[src/rtl/rs485_dir_pkg.sv]
package rs485_dir_pkg;

  typedef enum logic {
    SIDE_RX = 1'b0,
    SIDE_TX = 1'b1
  } line_side_e;

  localparam logic MARK_LVL   = 1'b1;
  localparam logic RST_DIR_LV = 1'b1;

  // Pin level for a given side: with no inversion the transmit side is low.
  function automatic logic side_level(line_side_e side, logic inv);
    return (side == SIDE_TX) ? inv : ~inv;
  endfunction

endpackage

[src/rtl/rs485_tx_track.sv]
module rs485_tx_track
  import rs485_dir_pkg::*;
(
  input  logic       clk,
  input  logic       rst,
  input  logic       cfg_tx_off,
  input  logic       txf_empty,
  input  logic       tsr_busy,
  output line_side_e side_nxt,
  output logic       tsr_load_ok,
  output logic       tx_mark_hold
);

  logic tx_act_q;
  logic act_nxt;

  // Activity holds across inter-character gaps while data is still queued
  // and the transmitter is enabled.
  assign act_nxt  = tsr_busy | (tx_act_q & ~txf_empty & ~cfg_tx_off);
  assign side_nxt = act_nxt ? SIDE_TX : SIDE_RX;

  always_ff @(posedge clk) begin
    if (rst) begin
      tx_act_q     <= 1'b0;
      tsr_load_ok  <= 1'b1;
      tx_mark_hold <= 1'b0;
    end else begin
      tx_act_q     <= act_nxt;
      tsr_load_ok  <= ~cfg_tx_off;
      tx_mark_hold <= cfg_tx_off & ~tsr_busy;
    end
  end


  busy_enters_tx_chk: assert property (@(posedge clk) disable iff (rst)
    tsr_busy |=> tx_act_q);


  drained_leaves_tx_chk: assert property (@(posedge clk) disable iff (rst)
    (!tsr_busy && txf_empty) |=> !tx_act_q);


  load_blocked_chk: assert property (@(posedge clk) disable iff (rst)
    cfg_tx_off |=> !tsr_load_ok);


  no_mark_midchar_chk: assert property (@(posedge clk) disable iff (rst)
    tsr_busy |=> !tx_mark_hold);

endmodule

[src/rtl/rs485_rx_gate.sv]
module rs485_rx_gate (
  input  logic clk,
  input  logic rst,
  input  logic cfg_rx_off,
  input  logic rx_start,
  input  logic rx_done,
  output logic rxf_wr_ok
);

  logic accept;

  assign accept = rx_start & ~cfg_rx_off;

  always_ff @(posedge clk) begin
    if (rst)         rxf_wr_ok <= 1'b0;
    else if (accept) rxf_wr_ok <= 1'b1;
    else if (rx_done) rxf_wr_ok <= 1'b0;
  end


  start_accepted_chk: assert property (@(posedge clk) disable iff (rst)
    (rx_start && !cfg_rx_off) |=> rxf_wr_ok);


  start_refused_chk: assert property (@(posedge clk) disable iff (rst)
    (!rxf_wr_ok && cfg_rx_off) |=> !rxf_wr_ok);


  inflight_kept_chk: assert property (@(posedge clk) disable iff (rst)
    (rxf_wr_ok && !rx_done) |=> rxf_wr_ok);

endmodule

[src/rtl/rs485_dir_mux.sv]
module rs485_dir_mux
  import rs485_dir_pkg::*;
(
  input  logic       clk,
  input  logic       rst,
  input  logic       cfg_auto_dir,
  input  logic       cfg_pol_inv,
  input  logic       rts_fc,
  input  line_side_e side_nxt,
  output logic       dir_out
);

  logic lvl_nxt;

  assign lvl_nxt = cfg_auto_dir ? side_level(side_nxt, cfg_pol_inv) : rts_fc;

  always_ff @(posedge clk) begin
    if (rst) dir_out <= RST_DIR_LV;
    else     dir_out <= lvl_nxt;
  end


  passthru_chk: assert property (@(posedge clk) disable iff (rst)
    !cfg_auto_dir |=> (dir_out == $past(rts_fc)));


  tx_low_chk: assert property (@(posedge clk) disable iff (rst)
    (cfg_auto_dir && !cfg_pol_inv && side_nxt == SIDE_TX) |=> !dir_out);


  tx_high_chk: assert property (@(posedge clk) disable iff (rst)
    (cfg_auto_dir && cfg_pol_inv && side_nxt == SIDE_TX) |=> dir_out);

endmodule

[src/rtl/rs485_dir_ctrl.sv]
module rs485_dir_ctrl
  import rs485_dir_pkg::*;
(
  input  logic clk,
  input  logic rst,
  input  logic cfg_auto_dir,
  input  logic cfg_pol_inv,
  input  logic cfg_tx_off,
  input  logic cfg_rx_off,
  input  logic rts_fc,
  input  logic txf_empty,
  input  logic tsr_busy,
  input  logic rx_start,
  input  logic rx_done,
  output logic dir_out,
  output logic tsr_load_ok,
  output logic rxf_wr_ok,
  output logic tx_mark_hold
);

  line_side_e side_nxt;

  rs485_tx_track u_tx (
    .clk          (clk),
    .rst          (rst),
    .cfg_tx_off   (cfg_tx_off),
    .txf_empty    (txf_empty),
    .tsr_busy     (tsr_busy),
    .side_nxt     (side_nxt),
    .tsr_load_ok  (tsr_load_ok),
    .tx_mark_hold (tx_mark_hold)
  );

  rs485_rx_gate u_rx (
    .clk        (clk),
    .rst        (rst),
    .cfg_rx_off (cfg_rx_off),
    .rx_start   (rx_start),
    .rx_done    (rx_done),
    .rxf_wr_ok  (rxf_wr_ok)
  );

  rs485_dir_mux u_dir (
    .clk          (clk),
    .rst          (rst),
    .cfg_auto_dir (cfg_auto_dir),
    .cfg_pol_inv  (cfg_pol_inv),
    .rts_fc       (rts_fc),
    .side_nxt     (side_nxt),
    .dir_out      (dir_out)
  );


  reset_state_chk: assert property (@(posedge clk)
    $past(rst) |-> (dir_out && tsr_load_ok && !rxf_wr_ok && !tx_mark_hold));

endmodule

[config.mk]
export PLATFORM = sky130hd
export DESIGN_NAME = rs485_dir_ctrl
export DESIGN_NICKNAME = d
export VERILOG_FILES = /design/src/rtl/rs485_dir_pkg.sv /design/src/rtl/rs485_tx_track.sv /design/src/rtl/rs485_rx_gate.sv /design/src/rtl/rs485_dir_mux.sv /design/src/rtl/rs485_dir_ctrl.sv
export SDC_FILE = /design/constraint.sdc
export NUM_CORES = 1
export LEC_CHECK = 0
export BUFFER_PORTS_ARGS = -buffer_cell sky130_fd_sc_hd__buf_2
export CAP_MARGIN = 20
export CORE_AREA = 2 2 39 41
export CTS_CLUSTER_DIAMETER = 200
export DETAILED_ROUTE_END_ITERATION = 10
export DIE_AREA = 0 0 41 43
export GPL_TIMING_DRIVEN = 0
export HOLD_SLACK_MARGIN = 0.02
export PLACE_DENSITY = 0.35
export SLEW_MARGIN = 40
export SYNTH_ARGS = -nofsm -noshare
export SYNTH_HDL_FRONTEND = slang
export SYNTH_HIERARCHICAL = 1
export SYNTH_SLANG_ARGS = --single-unit
[constraint.sdc]
create_clock -name clk -period 2.75 [get_ports clk]
set_input_delay 0.55 -clock clk [delete_from_list [all_inputs] [get_ports clk]]
set_output_delay 0.55 -clock clk [all_outputs]
set_load 0.05 [all_outputs]
==> impl_metrics.json, run 1 <==
{
  "status": "finished, final reports clean",
  "htreeDepth": 1,
  "synth_most_common_cell": "dfxtp_1",
  "die_h_um": 43,
  "dr.pass1.iters": 2,
  "setup_tns_ns": 0,
  "arrival_ns": 1.52,
  "cts.path.max_buffers": 2,
  "synth_area_um2": 181,
  "synth.area.top_cells": "dfxtp_1 55%, a21oi_2 9.7%, nand2b_1 6.9%, a211o_1 4.8%, or3b_1 4.8%",
  "row_count": 14,
  "crit_type": "in2reg",
  "synth.avg_cell_area_um2": 10.7,
  "synth_cells": 17,
  "drt_wl_total_um": 432,
  "worstMarginPinSlew_ns": 0.250,
  "leakage_nw": 0.145,
  "nNetsFinal": 47,
  "setup.worst_path.start": "cfg_tx_off",
  "grt_overflow": 0,
  "final_core_utilization_pct": 21.5,
  "synthesis.nets": 28,
  "hold_buffers": 0,
  "fmax_mhz": 720,
  "io_buffers": 14,
  "post-route-period-util_pct": 50.5,
  "drv_cap": 0,
  "clk_latency_ns": 0.24,
  "synth_edf_count": 0,
  "hold_path_class": "reg2reg",
  "drt_iter0_drc": 1,
  "io-pin-count": 15,
  "r2r-start": "u_tx/tx_act_q$_SDFF_PP0_",
  "critPathMaxFanout": 2,
  "async_flop_share_pct": 0,
  "antenna_cells": 0,
  "via_count": 182,
  "cts_made_buffers": 3,
  "routed.top_layer": "met3",
  "power_density_nw_per_um2": 656,
  "cts_resized": 0,
  "final_antenna_net_count": 0,
  "grt_usage_pct": 6.11,
  "max_slew_margin_pct": 83.4,
  "required_ns": 2.88,
  "synth_ff_type": "dfxtp_1",
  "ys_warn_count": 6,
  "rsz0062_at_grt": "false",
  "fillCellCount": 159,
  "grt_max_degree": 5,
  "fin_crit_ns": 1.39,
  "synth_largest_area_cell": "dfxtp_1",
  "start_util_pct": 13.1,
  "route.met2.wl_um": 208,
  "fin_worst_skew_ns": 0.00729,
  "fp.coreArea_um2": 1380,
  "cts_setup_buffers": 0,
  "wl_met3_um": 80,
  "drive_gt1_share_pct": 54.3,
  "synth_seq_cells": 5,
  "synth_top_area_share_pct": 55.2,
  "die_w_um": 41,
  "synthToLayoutAreaGrowth_pct": 64.1,
  "numClockSinks": 5,
  "seq_area_frac_synth_pct": 55.2,
  "via_per_inst": 3.57,
  "irDropWorstVdd_uv": 135,
  "wl_met1_um": 144,
  "drc": 0,
  "setup_viol": 0,
  "end_kind": "register",
  "start_kind": "input port",
  "gp_congestion": 0.547,
  "ys_top_cells_by_count": "5 x dfxtp_1, 2 x a21oi_2, 2 x nand2b_1",
  "final-max-slew-violation-count": 0,
  "grt_pass1_wl_um": 634,
  "cts_root_buf": "clkbuf_4",
  "synth_cell_types": 11,
  "hp-start": "u_rx/rxf_wr_ok$_SDFFE_PP0P_",
  "die-area_um2": 1760,
  "antenna_found_initial": 0,
  "clk_pin_slew_ns": 0.05,
  "first_global_vias": 172,
  "hold_violations": 0,
  "cts_tree": "yes",
  "wl_per_cell_um": 8.47
}
==> worst max-delay path, stage by stage <==
cell and delay [ns]:
buf_2 0.10, or3b_1 0.41, nand2_1 0.11, xnor2_1 0.07
a211o_1 0.28
==> layer usage <==
metal	up-vias	track usage (%)
li1	90	-
met1	78	5.11
met2	14	8.44
met3	0	4.71
met4	0	6.00
met5	-	0
==> path summary, 6_finish.rpt <==
| check | cells past startpoint | slack [ns] | to |
|---|---|---|---|
| setup / recovery | 5 | 1.36 | u_dir/dir_out$_SDFF_PP1_ |
| hold / removal | 2 | 0.47 | u_rx/rxf_wr_ok$_SDFFE_PP0P_ |
| setup reg to reg | 4 | 1.52 | u_dir/dir_out$_SDFF_PP1_ |
| hold reg to reg | 2 | 0.47 | u_rx/rxf_wr_ok$_SDFFE_PP0P_ |
==> layout make-up <==
class	instances	area (µm²)	share of cell area [%]
Clock buffer	4	26.3	8.82
Inverter	1	3.75	1.26
Multi-Input combinational cell	11	77.6	26.1
Sequential cell	5	100	33.6
Tap cell	16	20.0	6.72
Timing Repair Buffer	14	70.1	23.5
==> power by group <==
part           switching [mW]  internal, mW
clock                  0.0308        0.0549
sequential           0.000947        0.0770
combinational          0.0195        0.0121
==> cell families (layout without fill, tap and decap cells) <==
kind of cell              after synthesis  after routing  share of synthesized area (%)
and+or+nand+nor                         7              7                           23.4
DFF                                     5              5                           55.2
AOI/OAI and AO/OA                       3              3                           14.5
xor gates and xnor gates                1              1                           4.83
buffers and inverters                   1             19                           2.07
==> sequential cells by signal (all words and copies together) (netlist names) <==
signal / flops
u_dir/dir_out: 1
u_tx/tx_mark_hold: 1
u_tx/tsr_load_ok: 1
u_tx/tx_act_q: 1
u_rx/rxf_wr_ok: 1
==> metrics by stage <==
step                hold slack, ns  setup slack (ns)  power [mW]  instance area, µm²  std cells
floorplan                    0.543              1.26      0.0990                 181         17
global placement             0.461              1.12       0.110                 272         47
detailed placement           0.467              1.11       0.111                 272         47
CTS                          0.481              1.35       0.202                 298         51
global route                 0.485              1.32       0.209                 298         51
finish                       0.473              1.36       0.195                 298         51
==> cells in the final DEF, fill, tap and decap left out, drive strengths merged <==
cell type | netlist | layout
a211o | 1 | 1
dfxtp | 5 | 5
nand2 | 1 | 1
nor2b | 1 | 1
or3b | 1 | 1
nand2b | 2 | 2
a21oi | 2 | 2
xnor2 | 1 | 1
clkbuf | 0 | 4
nor2 | 1 | 1
buf | 0 | 14
inv | 1 | 1
or2b | 1 | 1
No activity file was read; power rests on OpenSTA's default activity.
==> run 2, diff against run 1 <==
--- a/config.mk
+++ b/config.mk
@@ -5,6 +5,7 @@
 export SDC_FILE = /design/constraint.sdc
 export NUM_CORES = 1
 export LEC_CHECK = 0
+export ABC_AREA = 1
 export BUFFER_PORTS_ARGS = -buffer_cell sky130_fd_sc_hd__buf_2
 export CAP_MARGIN = 20
 export CORE_AREA = 2 2 39 41
@@ -13,7 +14,7 @@
 export DIE_AREA = 0 0 41 43
 export GPL_TIMING_DRIVEN = 0
 export HOLD_SLACK_MARGIN = 0.02
-export PLACE_DENSITY = 0.35
+export PLACE_DENSITY = 0.36
 export SLEW_MARGIN = 40
 export SYNTH_ARGS = -nofsm -noshare
 export SYNTH_HDL_FRONTEND = slang
==> constraint.sdc (replaced) <==
create_clock -name clk -period 1.3 [get_ports clk]
set_input_delay 0.26 -clock clk [delete_from_list [all_inputs] [get_ports clk]]
set_output_delay 0.26 -clock clk [all_outputs]
set_load 0.05 [all_outputs]
==> run 2 against run 1 <==
Area after synthesis up 6.9%; clock-buffer cell count unchanged; flip-flop and latch count unchanged; combinational power up 120%; critical endpoint is now rxf_wr_ok; largest cell class unchanged.
==> impl_metrics.json, run 2 <==
{
  "critPathMaxFanout": 2,
  "synth_area_um2": 194,
  "critical_path.cell_chain": "buf_2",
  "status": "finished, final reports clean",
  "io-pin-count": 15,
  "slowest_delay_ns": 0.31,
  "synth_cells": 27,
  "wl_per_cell_um": 6.57,
  "post-route-period-util_pct": 82.2,
  "grt_max_degree": 5,
  "crit_type": "reg2out",
  "cts_resized": 0,
  "gp_congestion": 0.645,
  "crit_family": "flip-flops",
  "drt_wl_total_um": 401,
  "final_common_cell": "buf_2",
  "die_h_um": 43,
  "grt_overflow": 0,
  "hp-start": "tsr_busy",
  "drv_cap": 0,
  "fin_cells": 61,
  "worstMarginPinSlew_ns": 0.249,
  "drc": 0,
  "dp_hpwl_um": 341,
  "hold_ws_ns": 0.196,
  "fillCellCount": 165,
  "synth.avg_cell_area_um2": 7.18,
  "die-area_um2": 1760,
  "first_global_vias": 192,
  "io_buffers": 14,
  "final_antenna_net_count": 0,
  "rrSetupSlack_ns": 0.50,
  "cts_root_buf": "clkbuf_4",
  "start_util_pct": 14.0,
  "r2r-start": "u_tx/tx_act_q$_SDFF_PP0_",
  "via_count": 198,
  "seq_area_frac_synth_pct": 51.6,
  "die_w_um": 41,
  "clk_latency_ns": 0.23,
  "synth_ff_type": "dfxtp_1",
  "synth_seq_cells": 5,
  "power.total_mw": 0.411,
  "synth_edf_count": 0,
  "irDropWorstVdd_uv": 262,
  "whs_endpoint": "u_tx/tx_mark_hold$_SDFF_PP0_",
  "r2r_cells": 7,
  "via_per_inst": 3.25,
  "grt_usage_pct": 6.22,
  "dr.pass1.iters": 4,
  "fin_crit_ns": 1.07,
  "synth_largest_area_cell": "dfxtp_1",
  "max_slew_margin_pct": 83.5,
  "cts.path.max_buffers": 2,
  "required_ns": 1.04,
  "clk_pin_slew_ns": 0.04,
  "path_buf_inv": 1,
  "cts_made_buffers": 3,
  "grt_pass1_wl_um": 683,
  "end_kind": "output pin",
  "cts_setup_buffers": 0,
  "cts_tree": "yes",
  "async_flop_share_pct": 0,
  "drt_iter0_drc": 7,
  "arrival_ns": 0.81,
  "numClockSinks": 5,
  "hold_buffers": 0,
  "hold_violations": 0,
  "r2r_end": "u_dir/dir_out$_SDFF_PP1_",
  "nNetsFinal": 57,
  "rsz0062_at_grt": "false",
  "route.met2.wl_um": 210,
  "fin_worst_skew_ns": 0.0000558,
  "min_path_cells": 2,
  "htreeDepth": 1,
  "antenna_cells": 0,
  "synth_cell_types": 6,
  "dpl.cell_count": 57,
  "power_density_nw_per_um2": 1320,
  "setup_tns_ns": 0,
  "routed.top_layer": "met3",
  "fp.coreArea_um2": 1380,
  "hold_path_class": "in2reg",
  "wl_met3_um": 47,
  "wl_met1_um": 143,
  "setup_viol": 0,
  "final_cell_mix": "14 x buf_2, 10 x nand2_1, 7 x inv_1, 5 x dfxtp_1, 3 x clkbuf_4",
  "row_count": 14,
  "start_kind": "register",
  "synth_most_common_cell": "nand2_1",
  "synthesis.nets": 38,
  "synthToLayoutAreaGrowth_pct": 60.0,
  "ys_warn_count": 6,
  "fmax_mhz": 936,
  "drive_gt1_share_pct": 42.2,
  "antenna_found_initial": 0,
  "leakage_nw": 0.182,
  "synth.area.top_cells": "dfxtp_1 52%, nand2_1 19%, inv_1 14%, a21oi_2 9.0%, nor2_1 3.9%",
  "ys_top_cells_by_count": "10 x nand2_1, 7 x inv_1, 5 x dfxtp_1",
  "synth_top_area_share_pct": 51.6,
  "cp_slowest_cell": "dfxtp_1",
  "final-max-slew-violation-count": 0
}
run 2: report_power, final:
| group | internal, mW | total (mW) | switching [mW] |
|---|---|---|---|
| logic | 0.0233 | 0.0681 | 0.0448 |
| clock network | 0.116 | 0.178 | 0.0622 |
| registers | 0.163 | 0.165 | 0.00202 |
run 2: cell families after synthesis:
| group | share of synthesized area, % |
|---|---|
| flip-flops | 51.6 |
| AO/OA/AOI/OAI | 11.6 |
| buffers and inverters | 13.6 |
| AND/OR/NAND/NOR | 23.2 |
run 2: cell type report:
type / count / area (µm²) / share of cell area [%]
clock buffers: 4 / 26.3 / 8.47
flip-flops and latches: 5 / 100 / 32.3
well taps: 16 / 20.0 / 6.45
multi-input cells: 15 / 67.6 / 21.8
repair buffers: 14 / 70.1 / 22.6
inverters: 7 / 26.3 / 8.47
run 2: through the flow:
step / cell area, µm² / util (%) / worst slack (ns)
floorplan: 194 / - / 0.371
global placement: 284 / 20.5 / 0.315
detailed placement: 284 / 20.5 / 0.321
CTS: 310 / 22.4 / 0.218
global route: 310 / 22.4 / 0.196
finish: 310 / 22.4 / 0.231
run 2: worst max-delay path by stage:
stage / start / endpoint / slack (ns) / depth (start not counted)
final: u_rx/rxf_wr_ok$_SDFFE_PP0P_ / rxf_wr_ok / 0.23 / 1
after global placement: cfg_tx_off / u_dir/dir_out$_SDFF_PP1_ / 0.32 / 9
after global routing: u_rx/rxf_wr_ok$_SDFFE_PP0P_ / rxf_wr_ok / 0.20 / 1
after CTS: u_rx/rxf_wr_ok$_SDFFE_PP0P_ / rxf_wr_ok / 0.22 / 1
after detailed placement: cfg_tx_off / u_dir/dir_out$_SDFF_PP1_ / 0.32 / 9
after floorplan: u_rx/rxf_wr_ok$_SDFFE_PP0P_ / u_rx/rxf_wr_ok$_SDFFE_PP0P_ / 0.37 / 2
run 2: metal layers:
| metal | vias up | global-route usage, % |
|---|---|---|
| met1 | 78 | 5.45 |
| met4 | 0 | 4.00 |
| li1 | 113 | - |
| met5 | - | 0 |
| met3 | 0 | 4.71 |
| met2 | 7 | 9.38 |
==> run 3, diff against run 2 <==
==> constraint.sdc (replaced) <==
create_clock -name clk -period 1 [get_ports clk]
set_input_delay 0.2 -clock clk [delete_from_list [all_inputs] [get_ports clk]]
set_output_delay 0.2 -clock clk [all_outputs]
set_load 0.05 [all_outputs]
==> run 3 against run 2 <==
First-iteration DRC count stayed put; critical path depth did not move; worst hold slack got worse by 0.060 ns; global-route usage did not move; via count stayed put; die area did not move; clock skew did not move; critical path type unchanged; critical endpoint is now tx_mark_hold.
==> impl_metrics.json, run 3 (synthesis results as in run 2) <==
{
  "status": "finished, final reports clean",
  "irDropWorstVdd_uv": 343,
  "end_kind": "output pin",
  "placed_cell_area_um2": 284,
  "start_kind": "register",
  "via_per_inst": 3.25,
  "synthToLayoutAreaGrowth_pct": 65.2,
  "power_density_nw_per_um2": 1680,
  "fin_area_um2": 320,
  "final_antenna_net_count": 0,
  "leakage_nw": 0.184,
  "arrival_ns": 0.75,
  "first_global_vias": 192,
  "setup_viol": 0,
  "post-route-period-util_pct": 95.2,
  "setup_tns_ns": 0,
  "hold_violations": 0,
  "drt_iter0_drc": 7,
  "regArea_um2": 100,
  "cts.path.max_buffers": 2,
  "drt_wl_total_um": 400,
  "start_util_pct": 14.0,
  "pre_cts_slack_ns": 0.0815,
  "final_cell_mix": "10 x buf_2, 10 x nand2_1, 7 x inv_1, 6 x clkbuf_4, 5 x dfxtp_1",
  "clk_latency_ns": 0.23,
  "hold_buffers": 0,
  "final-max-slew-violation-count": 0,
  "grt_usage_pct": 6.22,
  "rsz0062_at_grt": "false",
  "drc": 0,
  "grt_max_degree": 5,
  "slowest_delay_ns": 0.30,
  "critPathMaxFanout": 1,
  "hold_path_class": "in2reg",
  "crit_type": "reg2out",
  "drv_cap": 0,
  "io_buffers": 14,
  "required_ns": 0.80,
  "row_count": 14,
  "crit_family": "flip-flops",
  "wl_per_cell_um": 6.56,
  "dp_hpwl_um": 341,
  "antenna_found_initial": 0,
  "numClockSinks": 5,
  "grt_overflow": 0,
  "via_count": 198,
  "die-area_um2": 1760,
  "drive_gt1_share_pct": 42.2,
  "fmax_mhz": 1050,
  "setup_ws_ns": 0.0477,
  "critical_path.cell_chain": "clkbuf_4",
  "nNetsFinal": 57,
  "io-pin-count": 15,
  "antenna_cells": 0,
  "cts_tree": "yes",
  "fp.coreArea_um2": 1380,
  "final_core_utilization_pct": 23.1,
  "htreeDepth": 1,
  "fillCellCount": 165,
  "gp_congestion": 0.645,
  "die_w_um": 41,
  "dr.pass1.iters": 4,
  "cts_made_buffers": 3,
  "fin_crit_ns": 0.952,
  "clk_pin_slew_ns": 0.04,
  "grt_pass1_wl_um": 683,
  "cp_slowest_cell": "dfxtp_1",
  "worstMarginPinSlew_ns": 0.158,
  "cts_root_buf": "clkbuf_4",
  "multi_input_area_um2": 67.6,
  "die_h_um": 43,
  "fin_worst_skew_ns": 0.0000558,
  "max_slew_margin_pct": 89.5,
  "path_buf_inv": 1
}
## run 3: worst register-to-register path: cells and delay by family (launching register included)
family	cells	cell delay, ns
and+or+nand+nor	6	0.35
DFF	1	0.31
buffers and inverters	1	0.04
## run 3: power by group
part | switching (mW) | leakage [nW] | internal (mW)
combinational | 0.0583 | 0.128 | 0.0347
sequential | 0.00301 | 0.0416 | 0.211
clock | 0.0808 | 0.0150 | 0.151
## run 3: cell type report
cell class                 count  share of cell area, %
inverter                       7                   8.20
multi-input combinational     15                   21.1
timing repair buffer          14                   25.0
sequential                     5                   31.3
clock buffer                   4                   8.20
tap                           16                   6.25
## run 3: path summary, 6_finish.rpt
path,from,end,slack (ns),cells after the start
worst max-delay path,u_tx/tx_mark_hold$_SDFF_PP0_,tx_mark_hold,0.05,1
worst min-delay path,tsr_busy,u_tx/tx_mark_hold$_SDFF_PP0_,0.14,2
worst max register to register,u_tx/tx_act_q$_SDFF_PP0_,u_dir/dir_out$_SDFF_PP1_,0.20,7
worst min register to register,u_rx/rxf_wr_ok$_SDFFE_PP0P_,u_rx/rxf_wr_ok$_SDFFE_PP0P_,0.47,2
## run 3: per-layer routing
metal | global-route usage (%) | part of all wire (%) | wire (µm)
met1 | 5.45 | 36 | 145
met2 | 9.38 | 53 | 210
met3 | 4.71 | 11 | 44
met4 | 4.00 | 0 | 0
met5 | 0 | 0 | 0
## run 3: through the flow
step | power [mW] | hold WS (ns) | cells
after floorplan | 0.273 | 0.262 | 27
after global placement | 0.307 | 0.387 | 57
after detailed placement | 0.307 | 0.382 | 57
after CTS | 0.546 | 0.130 | 61
after global routing | 0.580 | 0.121 | 61
final | 0.539 | 0.136 | 61
## run 3: timing repair
item,CTS,global route
endpoints found under the hold margin,0,0
buffers inserted,0,0
gates resized for setup,1,3
setup endpoints to repair,1,3
